File: config.mk
export PLATFORM = sky130hd
export DESIGN_NAME = tlp_hdr_check
export DESIGN_NICKNAME = d
export VERILOG_FILES = /design/src/rtl/tlp_chk_pkg.sv /design/src/rtl/tlp_chk_ctrl.sv /design/src/rtl/tlp_chk_datapath.sv /design/src/rtl/tlp_hdr_check.sv
export SDC_FILE = /design/constraint.sdc
export NUM_CORES = 1
export LEC_CHECK = 0
export ABC_AREA = 1
export BUFFER_PORTS_ARGS = -buffer_cell sky130_fd_sc_hd__buf_2
export CELL_PAD_IN_SITES_DETAIL_PLACEMENT = 1
export CELL_PAD_IN_SITES_GLOBAL_PLACEMENT = 2
export CORE_MARGIN = 10
export CORE_UTILIZATION = 36
export CTS_BUF_LIST = sky130_fd_sc_hd__clkbuf_8
export DETAILED_ROUTE_END_ITERATION = 10
export PLACE_DENSITY = 0.89
export SYNTH_ARGS = -nofsm -noshare
export SYNTH_HDL_FRONTEND = slang
export SYNTH_SLANG_ARGS = --single-unit
File: constraint.sdc
create_clock -name clk -period 4.4 [get_ports clk]
set_input_delay 0.44 -clock clk [delete_from_list [all_inputs] [get_ports clk]]
set_output_delay 0.44 -clock clk [all_outputs]
set_load 0.005 [all_outputs]
File: src/rtl/tlp_chk_pkg.sv
package tlp_chk_pkg;
  localparam int NUM_RSN   = 4;
  localparam int RSN_ADDR  = 0;
  localparam int RSN_BE    = 1;
  localparam int RSN_IOCFG = 2;
  localparam int RSN_CRS   = 3;
  localparam int LEN_W     = 10;

  localparam logic [4:0] TYPE_MEM  = 5'b00000;
  localparam logic [4:0] TYPE_IO   = 5'b00010;
  localparam logic [4:0] TYPE_CFG0 = 5'b00100;
  localparam logic [4:0] TYPE_CFG1 = 5'b00101;
  localparam logic [4:0] TYPE_CPL  = 5'b01010;
  localparam logic [2:0] STS_RETRY = 3'b010;

  typedef struct packed {
    logic rulesOn;
    logic memReq;
    logic hdr4Dw;
    logic ioCfgReq;
    logic cplSeen;
    logic retrySeen;
  } chkStrobes_t;
endpackage

File: src/rtl/tlp_chk_ctrl.sv
module tlp_chk_ctrl
  import tlp_chk_pkg::*;
(
  input  logic        hdrValid,
  input  logic        chkEnable,
  input  logic [7:0]  fmtType,
  input  logic [2:0]  cplStatus,
  output chkStrobes_t strobes
);
  logic [2:0] fmt;
  logic [4:0] tlpType;
  logic       isIoCfgType;

  assign fmt     = fmtType[7:5];
  assign tlpType = fmtType[4:0];
  assign isIoCfgType = (tlpType == TYPE_IO) || (tlpType == TYPE_CFG0) ||
                       (tlpType == TYPE_CFG1);

  always_comb begin
    strobes           = '0;
    strobes.rulesOn   = hdrValid && chkEnable;
    strobes.memReq    = !fmt[2] && (tlpType == TYPE_MEM);
    strobes.hdr4Dw    = fmt[0];
    strobes.ioCfgReq  = !fmt[2] && !fmt[0] && isIoCfgType;
    strobes.cplSeen   = hdrValid && !fmt[2] && !fmt[0] && (tlpType == TYPE_CPL);
    strobes.retrySeen = strobes.cplSeen && (cplStatus == STS_RETRY);
  end
endmodule

File: src/rtl/tlp_chk_datapath.sv
module tlp_chk_datapath
  import tlp_chk_pkg::*;
#(
  parameter int TAG_W = 8
) (
  input  logic               clk,
  input  logic               rstN,
  input  chkStrobes_t        strobes,
  input  logic [LEN_W-1:0]   lenField,
  input  logic [2:0]         trafficClass,
  input  logic [1:0]         attrBits,
  input  logic [3:0]         firstBe,
  input  logic [3:0]         lastBe,
  input  logic [7:0]         addrHi,
  input  logic [TAG_W-1:0]   cplTag,
  input  logic               outReqValid,
  input  logic [TAG_W-1:0]   outReqTag,
  input  logic               outReqIsCfg,
  output logic               malformed,
  output logic [NUM_RSN-1:0] reasonCode
);
  localparam int DEPTH = 1 << TAG_W;

  logic [DEPTH-1:0]   cfgPending;
  logic [NUM_RSN-1:0] rsnNext;
  logic               singleDw;
  logic               beBad;

  assign singleDw = (lenField == LEN_W'(1));
  assign beBad    = singleDw ? (lastBe != 4'd0)
                             : ((firstBe == 4'd0) || (lastBe == 4'd0));

  always_comb begin
    rsnNext            = '0;
    rsnNext[RSN_ADDR]  = strobes.rulesOn && strobes.memReq && strobes.hdr4Dw &&
                         (addrHi == 8'd0);
    rsnNext[RSN_BE]    = strobes.rulesOn && (strobes.memReq || strobes.ioCfgReq) &&
                         beBad;
    rsnNext[RSN_IOCFG] = strobes.rulesOn && strobes.ioCfgReq &&
                         ((trafficClass != 3'd0) || (attrBits != 2'd0) || !singleDw);
    rsnNext[RSN_CRS]   = strobes.rulesOn && strobes.retrySeen && !cfgPending[cplTag];
  end

  always_ff @(posedge clk) begin
    if (!rstN) begin
      cfgPending <= '0;
    end else begin
      if (strobes.cplSeen) cfgPending[cplTag] <= 1'b0;
      if (outReqValid)     cfgPending[outReqTag] <= outReqIsCfg;
    end
  end

  always_ff @(posedge clk) begin
    if (!rstN) begin
      reasonCode <= '0;
      malformed  <= 1'b0;
    end else begin
      reasonCode <= rsnNext;
      malformed  <= |rsnNext;
    end
  end
endmodule

File: src/rtl/tlp_hdr_check.sv
module tlp_hdr_check
  import tlp_chk_pkg::*;
#(
  parameter int TAG_W = 8
) (
  input  logic               clk,
  input  logic               rstN,
  input  logic               chkEnable,
  input  logic               hdrValid,
  input  logic [31:0]        hdrDw0,
  input  logic [31:0]        hdrDw1,
  input  logic [31:0]        hdrDw2,
  input  logic               outReqValid,
  input  logic [TAG_W-1:0]   outReqTag,
  input  logic               outReqIsCfg,
  output logic               malformed,
  output logic [NUM_RSN-1:0] reasonCode
);
  chkStrobes_t strobes;
  logic        unusedHdrBits;

  assign unusedHdrBits = ^{hdrDw0[23], hdrDw0[19:14], hdrDw0[11:10],
                           hdrDw1[31:16], hdrDw1[12:8], hdrDw2[31:16]};

  tlp_chk_ctrl u_ctrl (
    .hdrValid (hdrValid),
    .chkEnable(chkEnable),
    .fmtType  (hdrDw0[31:24]),
    .cplStatus(hdrDw1[15:13]),
    .strobes  (strobes)
  );

  tlp_chk_datapath #(.TAG_W(TAG_W)) u_dp (
    .clk         (clk),
    .rstN        (rstN),
    .strobes     (strobes),
    .lenField    (hdrDw0[LEN_W-1:0]),
    .trafficClass(hdrDw0[22:20]),
    .attrBits    (hdrDw0[13:12]),
    .firstBe     (hdrDw1[3:0]),
    .lastBe      (hdrDw1[7:4]),
    .addrHi      (hdrDw2[7:0]),
    .cplTag      (hdrDw2[8 +: TAG_W]),
    .outReqValid (outReqValid),
    .outReqTag   (outReqTag),
    .outReqIsCfg (outReqIsCfg),
    .malformed   (malformed),
    .reasonCode  (reasonCode)
  );
endmodule

Yosys cells after proc, flatten, opt, wreduce, memory -nomap -nowiden:

Index checks and enable logic that the tools add are counted.

* flip-flop bits (word level): 261
* input bits: 110
* output and inout bits: 5
* word-level logic and storage cells: 63

* magnitude comparators: 4
* equal/unequal tests: 6
* mux-type cells: 11
* bitwise logic cells: 2
* reduce and logical (&&, ||, !) cells: 37

Operators with widths (count)
* $mux W256: 3
* $and A256 B256 Y256: 1
* $bwmux W256: 1
* $not A256 Y256: 1
* $logic_and A1 B1 Y1: 19
* $lt A8 B9 Y1 const B: 2
* $demux W1 S8: 2
* $ge A8 B1 Y1 const B: 2
* $eq A10 B1 Y1 const B: 1
* $eq A5 B3 Y1 const B: 2
* $bmux W1 S8: 1
* $logic_not A4 Y1: 2
* $logic_not A8 Y1: 1
* $logic_or A1 B1 Y1: 6
* $eq A5 B2 Y1 const B: 1
* $eq A5 B4 Y1 const B: 1
* $logic_not A5 Y1: 1
* $logic_not A1 Y1: 4
* $mux W1: 4
* $reduce_bool A4 Y1: 1
* $reduce_or A4 Y1: 1
* $eq A3 B2 Y1 const B: 1
* $reduce_bool A3 Y1: 1
* $reduce_bool A2 Y1: 1

Longest topological paths before layout:

Gate-level depths: netlist of the first run.

* depth after elaboration: 10
* mapped depth: 17
* mapped depth without buffers: 14

Modules after synthesis:

From an unflattened synthesis of the first run, not the netlist that was laid out.

* cell total of the unflattened synthesis: 2174
* area, all modules: 15202.1 µm²

By module, submodules not included
* tlp_chk_datapath: times used 1, cells each 2147, area an instance 15090.7 µm², sequential area each 5225.0 µm²
* tlp_chk_ctrl: times used 1, cells each 27, area an instance 111.4 µm², sequential area each 0.0 µm²

Worst setup path before layout of the first run:

Ideal clock, no wire load.

* path type: input-to-reg
* start point: input port hdrDw2[8]
* end point: register u_dp.malformed
* setup time: 0.070 ns
* arrival time: 1.674 ns
* data required time: 4.330 ns
* setup slack: 2.655 ns
* cell stages on the path: 16
* path buffers: 3
* cell sequence: buf_4 buf_4 buf_2 nand2_1 nand2_1 nand2_1 nand3_1 nand2_1 nand2_1 nor2_1 nor2_1 nor2_1 nand2_1 nand2_1 nand3_1 o21bai_1

* word-level cells in the longest chain between the ends: 5

RTL lines
* from (decl): line tlp_hdr_check.sv:12 `input logic [31:0] hdrDw2,`
* $bmux W1 S8: line tlp_chk_datapath.sv:41 `rsnNext[RSN_CRS] = strobes.rulesOn && strobes.retrySeen && !cfgPending[cplTag];`
* $mux W1 (not written as such): line tlp_chk_datapath.sv:41
* $logic_not A1 Y1: line tlp_chk_datapath.sv:41
* $logic_and A1 B1 Y1: line tlp_chk_datapath.sv:41
* $reduce_or A4 Y1: line tlp_chk_datapath.sv:59 `malformed <= |rsnNext;`
* to (signal assigned): line tlp_chk_datapath.sv:59
* to (decl): line tlp_chk_datapath.sv:19 `output logic malformed,`

Every way passes these cells. The select of a mux whose other input is x is not followed.
A chain may end at the register's enable or synchronous reset.

Worst setup path after layout of the first run:

* start point: input port hdrDw2[8]
* end point: register u_dp.cfgPending[6]

* word-level cells in the longest chain between the ends: 10
* elaborated cells between the ends (all ways): 11
* classes of those cells: order compare: 2; mux: 6; bitwise: 2; reduce/logical: 1

RTL lines
* $lt A8 B9 Y1 (not written as such) or $ge A8 B1 Y1 (tied branches): line tlp_chk_datapath.sv:48 `if (strobes.cplSeen) cfgPending[cplTag] <= 1'b0;`
* $logic_and A1 B1 Y1 (not written as such): line tlp_chk_datapath.sv:48
* $mux W1 (not written as such): line tlp_chk_datapath.sv:48
* $demux W1 S8 *
* $not A256 Y256 (no source line) *
* $and A256 B256 Y256 (no source line) *
* $mux W256 *: line tlp_chk_datapath.sv:48
* $mux W256 *: line tlp_chk_datapath.sv:45 `if (!rstN) begin`
* $bwmux W256: line tlp_chk_datapath.sv:49 `if (outReqValid) cfgPending[outReqTag] <= outReqIsCfg;`
* $mux W256 *: line tlp_chk_datapath.sv:49
* to (signal, indexed assignment): line tlp_chk_datapath.sv:49
* to (decl): line tlp_chk_datapath.sv:24 `logic [DEPTH-1:0] cfgPending;`

Mark *: on every way between the ends. The rest lies on a longest branch, timed or not. The select of a mux whose other input is x is not followed.

==> impl_results.md, run 1 <==
- Top-count cell post-synth: nand2_1
- Final WL: 61.7 mm
- Leak: 5.96 nW
- Htree depth: 2
- Clock skew: 0.0133 ns
- Startpoint Class: primary input
- Power per Cell Area: 337 mW/mm^2
- Post-synthesis mux area share: 0%
- First-pass GRT wire length: 95.9 mm
- CP delay by family, top: simple AND/OR/NAND/NOR gates
- Grt total ovfl: 0
- Post-route setup slack: 1.69 ns
- Crit Path Max Fanout: 51
- Via/cell ratio: 5.74
- Synthesized cell area: 0.0139 mm^2
- Share of layout cells above drive strength 1: 9.26%
- Post-synth top area share: 37.5%
- Avg WL per Cell: 21.9 um
- Post-CTS Hold Fix Bufs: 0
- Hold Crit Class: in2reg
- Slew HR: 7.48%
- Peak Freq: 0.369 GHz
- Seq cells post-synth: 261
- Synth Area in Simple Gates: 28.2%
- Syn Inst Count: 2264
- Max-slew violation count: 0
- Synth Area in Adders: 0%
- Peak supply drop: 0.198 mV
- Clock Latency Late Sink: 0.60 ns
- Largest family of logic cells by synthesized area: compound AO/OA/AOI/OAI gates
- Top FF cell, synth: dfxtp_1
- DRT Pass-1 Iters: 5
- Antenna viol nets, final: 0
- Final TNS setup: 0 ns
- Port Buffers: 67
- CTS Buffer Depth: 3
- Critical Path Sink Type: register
- Tmin final: 2.71 ns
- Die Ht: 217 um
- Vias: 16200
- Fin crit share: 61.5%
- CTS tree: built
- Initial antenna violation count: 0
- Vias in the first global route: 16700
- Post-CTS Setup Inserts: 0
- Area Overhead vs Synth: 12.8%
- Pin count of the biggest net entering global routing: 133
- Worst path arrival time: 3.17 ns
- DRC Markers: 0
- CTS buffer count: 49
- Syn Area/Cell: 6.15 um^2
- CTS Sinks: 261
- Ys async rst share: 0%
- Logic pwr share: 8.0%
- Die X: 217 um
- Outcome: completed
- CP Cell Sequence: buf_4 > nor2_4 > nand2_1 > o21ai_0 > a21oi_1
- Crit path required time: 4.87 ns
- Reg power frac: 44.9%
- Most frequent cells after synthesis: nand2_1, o21ai_0, a21oi_1, dfxtp_1, clkbuf_1
- P_sw: 1.46 mW
- Total die area: 0.0469 mm^2
- Placed cell area: 0.0147 mm^2
- Starting Density: 36.7%
- Mapped Nets: 2374
- Worst-path cell with the longest stage delay: nand2_1
- Setup violators final: 0
- Yosys warnings: 0
- Final HPWL DP: 36.8 mm
- Post-synth EDFFs: 0
- Final hold violation count: 0
- Core area: 0.0379 mm^2
- CP peak stage delay: 0.93 ns
- Register area share after synthesis: 37.5%
- Tot GR Track Use: 25.6%
- Initial DRC count: 1287
- Post-route cell area: 0.0157 mm^2
- N_diodes: 0
- RSZ-0062 raised after global routing: no
- Yosys cell types: 26
- Row cnt: 71
- Post_cts resized: 0
- Clock transition at path regs: 0.06 ns
- Internal: 3.82 mW
- Post-synthesis xor/xnor area fraction: 0%
- CP Class: in2reg
- Hold_ws: 0.125 ns
- Slew @ Worst Pin: 1.38 ns
- Fin nets: 2384
- Pre-CTS setup slack: 1.25 ns
- Sw frac: 27.7%
- Top post-synthesis cells by area: dfxtp_1, nand2_1, o21ai_0
- Placed Instances: 2734
- Post-route insts no fill: 2823
- I/O pin cnt: 115
- Max_cap viols: 0
- Compound-Gate Fraction of Synth Area: 28.4%
- GPL Wtd Cong: 0.834
- Buf+Inv Stages, Crit Path: 1
- Root Driver: clkbuf_8
- Leading area contributor after synthesis: dfxtp_1
- Clock power share: 47.1%
placed cells by master (no fill, tap or decap), types with 2 or more instances in the layout:
cell	instances
a21oi_1	266
buf_2	64
buf_4	58
buf_6	2
clkbuf_8	65
clkinv_2	3
dfxtp_1	261
inv_1	46
inv_2	2
nand2_1	882
nand3_1	24
nand4_1	6
nor2_1	81
nor2_2	10
nor3_1	2
nor3_2	4
nor4_1	6
o21ai_0	494
o21ai_1	26
routing by layer:
layer  vias to the layer above  part of all wire, %  track usage (%)
met1                      8041                   44             32.4
met5                         -                    0                0
met3                       132                  5.4             3.45
met2                       501                   47             43.9
met4                         0                  3.2             8.55
li1                       7542                    -                -
logic make-up after synthesis:
logic type | after synthesis
buf+inv | 195
flops | 261
simple gates | 1019
compound gates | 789
final timing paths:
check | startpoint | endpoint | slack, ns | cells after the start
hold / removal | hdrDw2[6] | u_dp.reasonCode[0] | 0.13 | 4
setup / recovery | hdrDw2[8] | u_dp.cfgPending[6] | 1.69 | 5
setup reg to reg | u_dp.cfgPending[124] | u_dp.malformed | 2.61 | 13
hold reg to reg | u_dp.cfgPending[37] | u_dp.cfgPending[37] | 0.47 | 2
power by group through the flow:
stage          sequential [mW]  clock (mW)  combinational (mW)
3_5_place_dp              2.42           0               0.409
4_1_cts                   2.37        2.53               0.411
2_1_floorplan             2.42           0               0.225
5_1_grt                   2.37        2.64               0.448
3_3_place_gp              2.42           0               0.401
6_report                  2.37        2.49               0.422
through the flow:
| stage | utilization (%) | total power, mW |
|---|---|---|
| floorplan | - | 2.65 |
| global placement | 38.7 | 2.82 |
| detailed placement | 38.7 | 2.83 |
| CTS | 41.4 | 5.31 |
| global route | 41.4 | 5.46 |
| finish | 41.4 | 5.28 |
sequential cells by signal, summed over array words and instances, names as in the netlist:
name	count
u_dp.cfgPending	256
u_dp.malformed	1
u_dp.reasonCode	4
layout make-up:
class                      instances  area [um^2]
clock buffer                      65          895
tap                              511          639
inverter                          30          116
multi-input combinational       1808         7920
timing repair buffer             124          778
clock inverter                    24          123
sequential                       261         5230
fill                            5071        22200
worst register-to-register path, stage by stage, from the launching register on:
cell	delay [ns]
dfxtp_1	0.31
nand2_1	0.06
nand2_1	0.06
nand2_1	0.06
nand2_1	0.07
nand2_1	0.07
nand2_1	0.07
nor2_1	0.28
nor2_1	0.10
nor2_1	0.10
nand2_1	0.06
nand2_1	0.05
nand3_1	0.23
o21bai_1	0.20
Power figures use the tool's default switching activity.
==> run 2, diff against run 1 <==
--- a/config.mk
+++ b/config.mk
@@ -10,10 +10,10 @@
 export CELL_PAD_IN_SITES_DETAIL_PLACEMENT = 1
 export CELL_PAD_IN_SITES_GLOBAL_PLACEMENT = 2
 export CORE_MARGIN = 10
-export CORE_UTILIZATION = 36
+export CORE_UTILIZATION = 33
 export CTS_BUF_LIST = sky130_fd_sc_hd__clkbuf_8
 export DETAILED_ROUTE_END_ITERATION = 10
-export PLACE_DENSITY = 0.89
+export PLACE_DENSITY = 0.82
 export SYNTH_ARGS = -nofsm -noshare
 export SYNTH_HDL_FRONTEND = slang
 export SYNTH_SLANG_ARGS = --single-unit
==> constraint.sdc (replaced) <==
create_clock -name clk -period 2.7 [get_ports clk]
set_input_delay 0.27 -clock clk [delete_from_list [all_inputs] [get_ports clk]]
set_output_delay 0.27 -clock clk [all_outputs]
set_load 0.005 [all_outputs]
==> run 2 against run 1 <==
Total power up 59%. Largest power group is now sequential cells. Non-clock buffer count up 47. Critical path type unchanged. Flip-flop and latch count unchanged. Cell count is 2.4% higher. Critical endpoint is now u_dp.reasonCode[0].
==> impl_results.md, run 2 (synthesis results as in run 1) <==
- Post-route cell area: 0.0162 mm^2
- Grt met2 use: 39.6%
- Met1 usage: 32.2%
- Reg power frac: 45.9%
- Leak: 6.19 nW
- Max-slew violation count: 0
- Via/cell ratio: 5.65
- Fin crit share: 93.6%
- Starting Density: 33.3%
- First-pass GRT wire length: 97.1 mm
- RSZ-0062 raised after global routing: no
- Avg WL per Cell: 22.2 um
- Initial antenna violation count: 1
- Fin nets: 2432
- Busiest grt layer: met2
- Antenna viol nets, final: 0
- Sw frac: 28.7%
- Top reg by flops: u_dp.cfgPending
- GPL Wtd Cong: 0.884
- Core area: 0.0419 mm^2
- Hold Crit Class: in2reg
- Total die area: 0.0508 mm^2
- Most common cell after layout, fill and taps aside: nand2_1
- Power per Cell Area: 519 mW/mm^2
- CP Class: in2reg
- R2r setup slk: 0.92 ns
- Worst path arrival time: 3.10 ns
- Clock Latency Late Sink: 0.64 ns
- Logic pwr share: 8.9%
- Post-route insts no fill: 2892
- Placed Instances: 2798
- Most frequent cells in the layout: nand2_1, o21ai_0, a21oi_1
- Tmin final: 2.53 ns
- P_sw: 2.41 mW
- R2r startpoint: u_dp.cfgPending[245]
- Peak supply drop: 0.340 mV
- Clock skew: 0.0122 ns
- Clock transition at path regs: 0.05 ns
- Initial DRC count: 1346
- Crit Path Max Fanout: 2
- Hold_ws: 0.0767 ns
- Grt total ovfl: 0
- Met3 Usage GRT: 4.67%
- DRT Pass-1 Iters: 5
- Port Buffers: 67
- CTS Sinks: 261
- Share of layout cells above drive strength 1: 10.6%
- CTS tree: built
- Root Driver: clkbuf_8
- Final hold violation count: 0
- Area Overhead vs Synth: 16.4%
- Pin count of the biggest net entering global routing: 110
- Die X: 225 um
- Clock power share: 45.1%
- Peak Freq: 0.396 GHz
- Vias in the first global route: 16300
- Post-CTS Setup Inserts: 0
- CTS Buffer Depth: 3
- Min-delay src: hdrDw0[20]
- Final TNS setup: 0 ns
- Worst Setup SP: hdrDw2[7]
- Internal: 6.00 mW
- DRC Markers: 0
- CTS buffer count: 50
- Final WL: 64.1 mm
- Slew HR: 56.9%
- Tot GR Track Use: 24.7%
- N_diodes: 0
- Setup violators final: 0
- Max_cap viols: 0
- Startpoint Class: primary input
- Outcome: completed
- Htree depth: 2
- Critical Path Sink Type: register
- Top Registers: u_dp.cfgPending x256, u_dp.reasonCode x4, u_dp.malformed x1
- I/O pin cnt: 115
- Placed cell area: 0.0152 mm^2
- Row cnt: 75
- Vias: 16400
- Slew @ Worst Pin: 0.645 ns
- Final HPWL DP: 39.7 mm
- Crit path required time: 3.27 ns
- Max FFs per register: 256
- Die Ht: 225 um
- Number of fill cells in the layout: 5530
==> run 2: changes by cell type in the layout (fill, tap and decap cells not counted), moves of 6 or more <==
cell           change
clkbuf_8           -6
dlygate4sd3_1     +11
buf_4             +22
buf_12            +14
nor2_1             -6
nor2_2             +6
==> run 2: repair_timing <==
item | 4_1_cts | 5_1_grt
resized for setup | 0 | 0
endpoints found under the hold margin | 5 | 0
hold buffers | 11 | 0
endpoints found under the setup margin | 0 | 0
==> run 2: final timing paths <==
path	to	cells past startpoint
setup / recovery	u_dp.reasonCode[0]	8
hold / removal	u_dp.reasonCode[2]	5
setup reg to reg	u_dp.malformed	13
hold reg to reg	u_dp.cfgPending[47]	2
==> run 2: worst max-delay path, stage by stage <==
cell and delay, ns:
dlygate4sd3_1 0.53, buf_2 0.12, nor4_1 0.27, dlygate4sd3_1 0.60
nand3_1 0.07, dlygate4sd3_1 0.57, nor2_1 0.12, dlygate4sd3_1 0.56
==> run 2: cell type report <==
type / count / area, um^2 / area share [%]
Clock buffer: 59 / 812 / 5.01
Timing Repair Buffer: 171 / 1330 / 8.23
Inverter: 30 / 116 / 0.718
Clock inverter: 24 / 104 / 0.641
Multi-Input combinational cell: 1808 / 7940 / 49.0
Sequential cell: 261 / 5230 / 32.3
Tap cell: 539 / 674 / 4.16
==> run 2: through the flow <==
step / util [%] / power (mW) / setup WS (ns)
global route: 38.7 / 8.72 / 0.0459
CTS: 38.7 / 8.48 / 0.288
finish: 38.7 / 8.42 / 0.174
floorplan: - / 4.31 / 1.13
detailed placement: 36.3 / 4.68 / 0.234
global placement: 36.3 / 4.66 / 0.346
==> run 2: layer usage <==
metal / vias to the layer above / share of wire (%)
met1: 8085 / 44
met4: 0 / 3.5
met2: 510 / 45
met3: 123 / 6.9
met5: - / 0
li1: 7634 / -
==> run 2: power by group through the flow <==
stage,Combinational [mW],Sequential [mW],Clock [mW]
finish,0.753,3.87,3.80
global route,0.798,3.86,4.06
CTS,0.741,3.87,3.88
detailed placement,0.730,3.95,0
global placement,0.712,3.95,0
floorplan,0.367,3.95,0
==> run 3, diff against run 2 <==
--- a/config.mk
+++ b/config.mk
@@ -10,10 +10,10 @@
 export CELL_PAD_IN_SITES_DETAIL_PLACEMENT = 1
 export CELL_PAD_IN_SITES_GLOBAL_PLACEMENT = 2
 export CORE_MARGIN = 10
-export CORE_UTILIZATION = 33
+export CORE_UTILIZATION = 30
 export CTS_BUF_LIST = sky130_fd_sc_hd__clkbuf_8
 export DETAILED_ROUTE_END_ITERATION = 10
-export PLACE_DENSITY = 0.82
+export PLACE_DENSITY = 0.79
 export SYNTH_ARGS = -nofsm -noshare
 export SYNTH_HDL_FRONTEND = slang
 export SYNTH_SLANG_ARGS = --single-unit
==> constraint.sdc (replaced) <==
create_clock -name clk -period 2.3 [get_ports clk]
set_input_delay 0.23 -clock clk [delete_from_list [all_inputs] [get_ports clk]]
set_output_delay 0.23 -clock clk [all_outputs]
set_load 0.005 [all_outputs]
==> run 3 against run 2 <==
Largest cell class unchanged. Flip-flop and latch count did not move. Via count rose by 1.4%. Clock-buffer cell count increased by 3.
==> impl_results.md, run 3 (synthesis results as in run 1) <==
- CP Cell Sequence: dlygate4sd3_1 > buf_2 > nor2_2 > nand3_1 > nor2_1 > nand4_2 > nor4b_1 > dlygate4sd3_1 > nand2_1 > o21bai_1
- Top Registers: u_dp.cfgPending x256, u_dp.reasonCode x4, u_dp.malformed x1
- Starting Density: 30.5%
- Row cnt: 78
- Area Overhead vs Synth: 19.5%
- Max-slew violation count: 0
- CTS tree: built
- Most common cell after layout, fill and taps aside: nand2_1
- Post_cts resized: 0
- Clock Latency Late Sink: 0.63 ns
- Setup crit end: u_dp.malformed
- Die X: 235 um
- Port Buffers: 67
- Avg WL per Cell: 22.4 um
- DRT Pass-1 Iters: 5
- Final hold violation count: 0
- Placed cell area: 0.0155 mm^2
- Final core occ: 36.4%
- Max_cap viols: 0
- Core area: 0.0457 mm^2
- Vias in the first global route: 16600
- Vias: 16600
- Most used cell, CP: dlygate4sd3_1
- Antenna viol nets, final: 0
- Met3 Usage GRT: 3.35%
- Setup violators final: 0
- CP Class: in2reg
- Die Ht: 235 um
- RSZ-0062 raised after global routing: no
- Htree depth: 2
- DRC Markers: 0
- GPL Wtd Cong: 0.887
- Root Driver: clkbuf_8
- Leak: 6.39 nW
- CP peak stage delay: 0.61 ns
- CTS Sinks: 261
- Final HPWL DP: 40.6 mm
- Met1 usage: 29.7%
- Crit path required time: 2.84 ns
- Worst path depth: 10
- Critical Path Sink Type: register
- Worst R2R Path Depth: 13
- R2r setup slk: 0.48 ns
- Busiest grt layer: met2
- I/O pin cnt: 115
- Worst-path cell with the longest stage delay: dlygate4sd3_1
- Worst Setup SP: hdrDw0[24]
- Pin count of the biggest net entering global routing: 96
- RR Endpoint: u_dp.malformed
- Initial DRC count: 1384
- Share of layout cells above drive strength 1: 11.5%
- Via/cell ratio: 5.56
- Outcome: completed
- Initial antenna violation count: 1
- Startpoint Class: primary input
- Clock skew: 0.0179 ns
- Peak supply drop: 0.377 mV
- R2r startpoint: u_dp.cfgPending[13]
- Grt met2 use: 38.3%
- Post-route cell area: 0.0166 mm^2
- Hold Crit Class: in2reg
- Pwr Total: 10.2 mW
- Power per Cell Area: 611 mW/mm^2
- Max FFs per register: 256
- Fin nets: 2453
- CP delay by family, top: buffers and inverters
- Buf+Inv Stages, Crit Path: 3
- Tot GR Track Use: 23.2%
- Tmin final: 2.11 ns
- Peak Freq: 0.474 GHz
- Clock transition at path regs: 0.05 ns
- Worst path arrival time: 2.66 ns
- Post-CTS Setup Inserts: 0
- First-pass GRT wire length: 101 mm
- CTS Buffer Depth: 3
- CTS buffer count: 50
- Final WL: 66.9 mm
- Slew @ Worst Pin: 0.748 ns
- Total die area: 0.0554 mm^2
- Crit Path Max Fanout: 5
- Most frequent cells in the layout: nand2_1, o21ai_0, a21oi_1
- Slew HR: 50.2%
- Number of fill cells in the layout: 5960
- Grt total ovfl: 0
- Top reg by flops: u_dp.cfgPending
- Fin crit share: 91.8%
run 3: power by group:
| part | switching (mW) | internal (mW) |
|---|---|---|
| Sequential | 0.00486 | 4.53 |
| Clock | 2.16 | 2.52 |
| Combinational | 0.696 | 0.251 |
run 3: stage by stage:
stage          hold WS (ns)  TNS [ns]  setup slack [ns]  std cells
3_3_place_gp          0.455   -0.0274           -0.0274       2881
4_1_cts          0.00000355         0             0.225       2981
5_1_grt              0.0412         0            0.0120       2982
2_1_floorplan         0.402         0             0.765       2264
6_report             0.0224         0             0.189       2983
3_5_place_dp          0.464   -0.0413           -0.0379       2881
run 3: cell type report:
class                           instances  area, um^2  area share [%]
Tap cell                              600         751            4.51
Multi-Input combinational cell       1808        7940            47.7
Inverter                               30         116           0.700
Timing Repair Buffer                  192        1610            9.70
Sequential cell                       261        5230            31.4
Clock buffer                           62         853            5.13
Antenna cell                            2        5.00          0.0301
Clock inverter                         28         134           0.805
run 3: worst min path at each step:
stage	start	to	slack, ns	cells after the start
5_1_grt	rstN	u_dp.cfgPending[109]	0.04	3
2_1_floorplan	hdrDw2[4]	u_dp.reasonCode[0]	0.40	3
3_3_place_gp	u_dp.cfgPending[147]	u_dp.cfgPending[147]	0.45	2
4_1_cts	rstN	u_dp.cfgPending[149]	0.000004	3
6_report	hdrDw1[2]	u_dp.reasonCode[1]	0.02	6
3_5_place_dp	u_dp.cfgPending[180]	u_dp.cfgPending[180]	0.46	2
run 3: worst reg2reg max path: stages, from the launching register on:
cell and delay (ns):
dfxtp_1 0.31, nand2_1 0.06, nand2_1 0.05, nand2_1 0.06, nand3_1 0.07, nand2_1 0.06, nand2_1 0.08, nor2_1 0.28
nor2_1 0.08, nor2_1 0.23, nand2_1 0.09, nand2_1 0.15, nand2_1 0.10, o21bai_1 0.13
run 3: metal layers:
layer  vias up  part of all wire (%)
met5         -                     0
met4         0                   3.5
met3       128                   6.5
met2       564                    47
met1      8212                    43
li1       7685                     -
run 3: what timing repair did:
item,CTS,global route
setup endpoints to repair,0,0
hold buffers,10,0
hold endpoints to repair,5,0
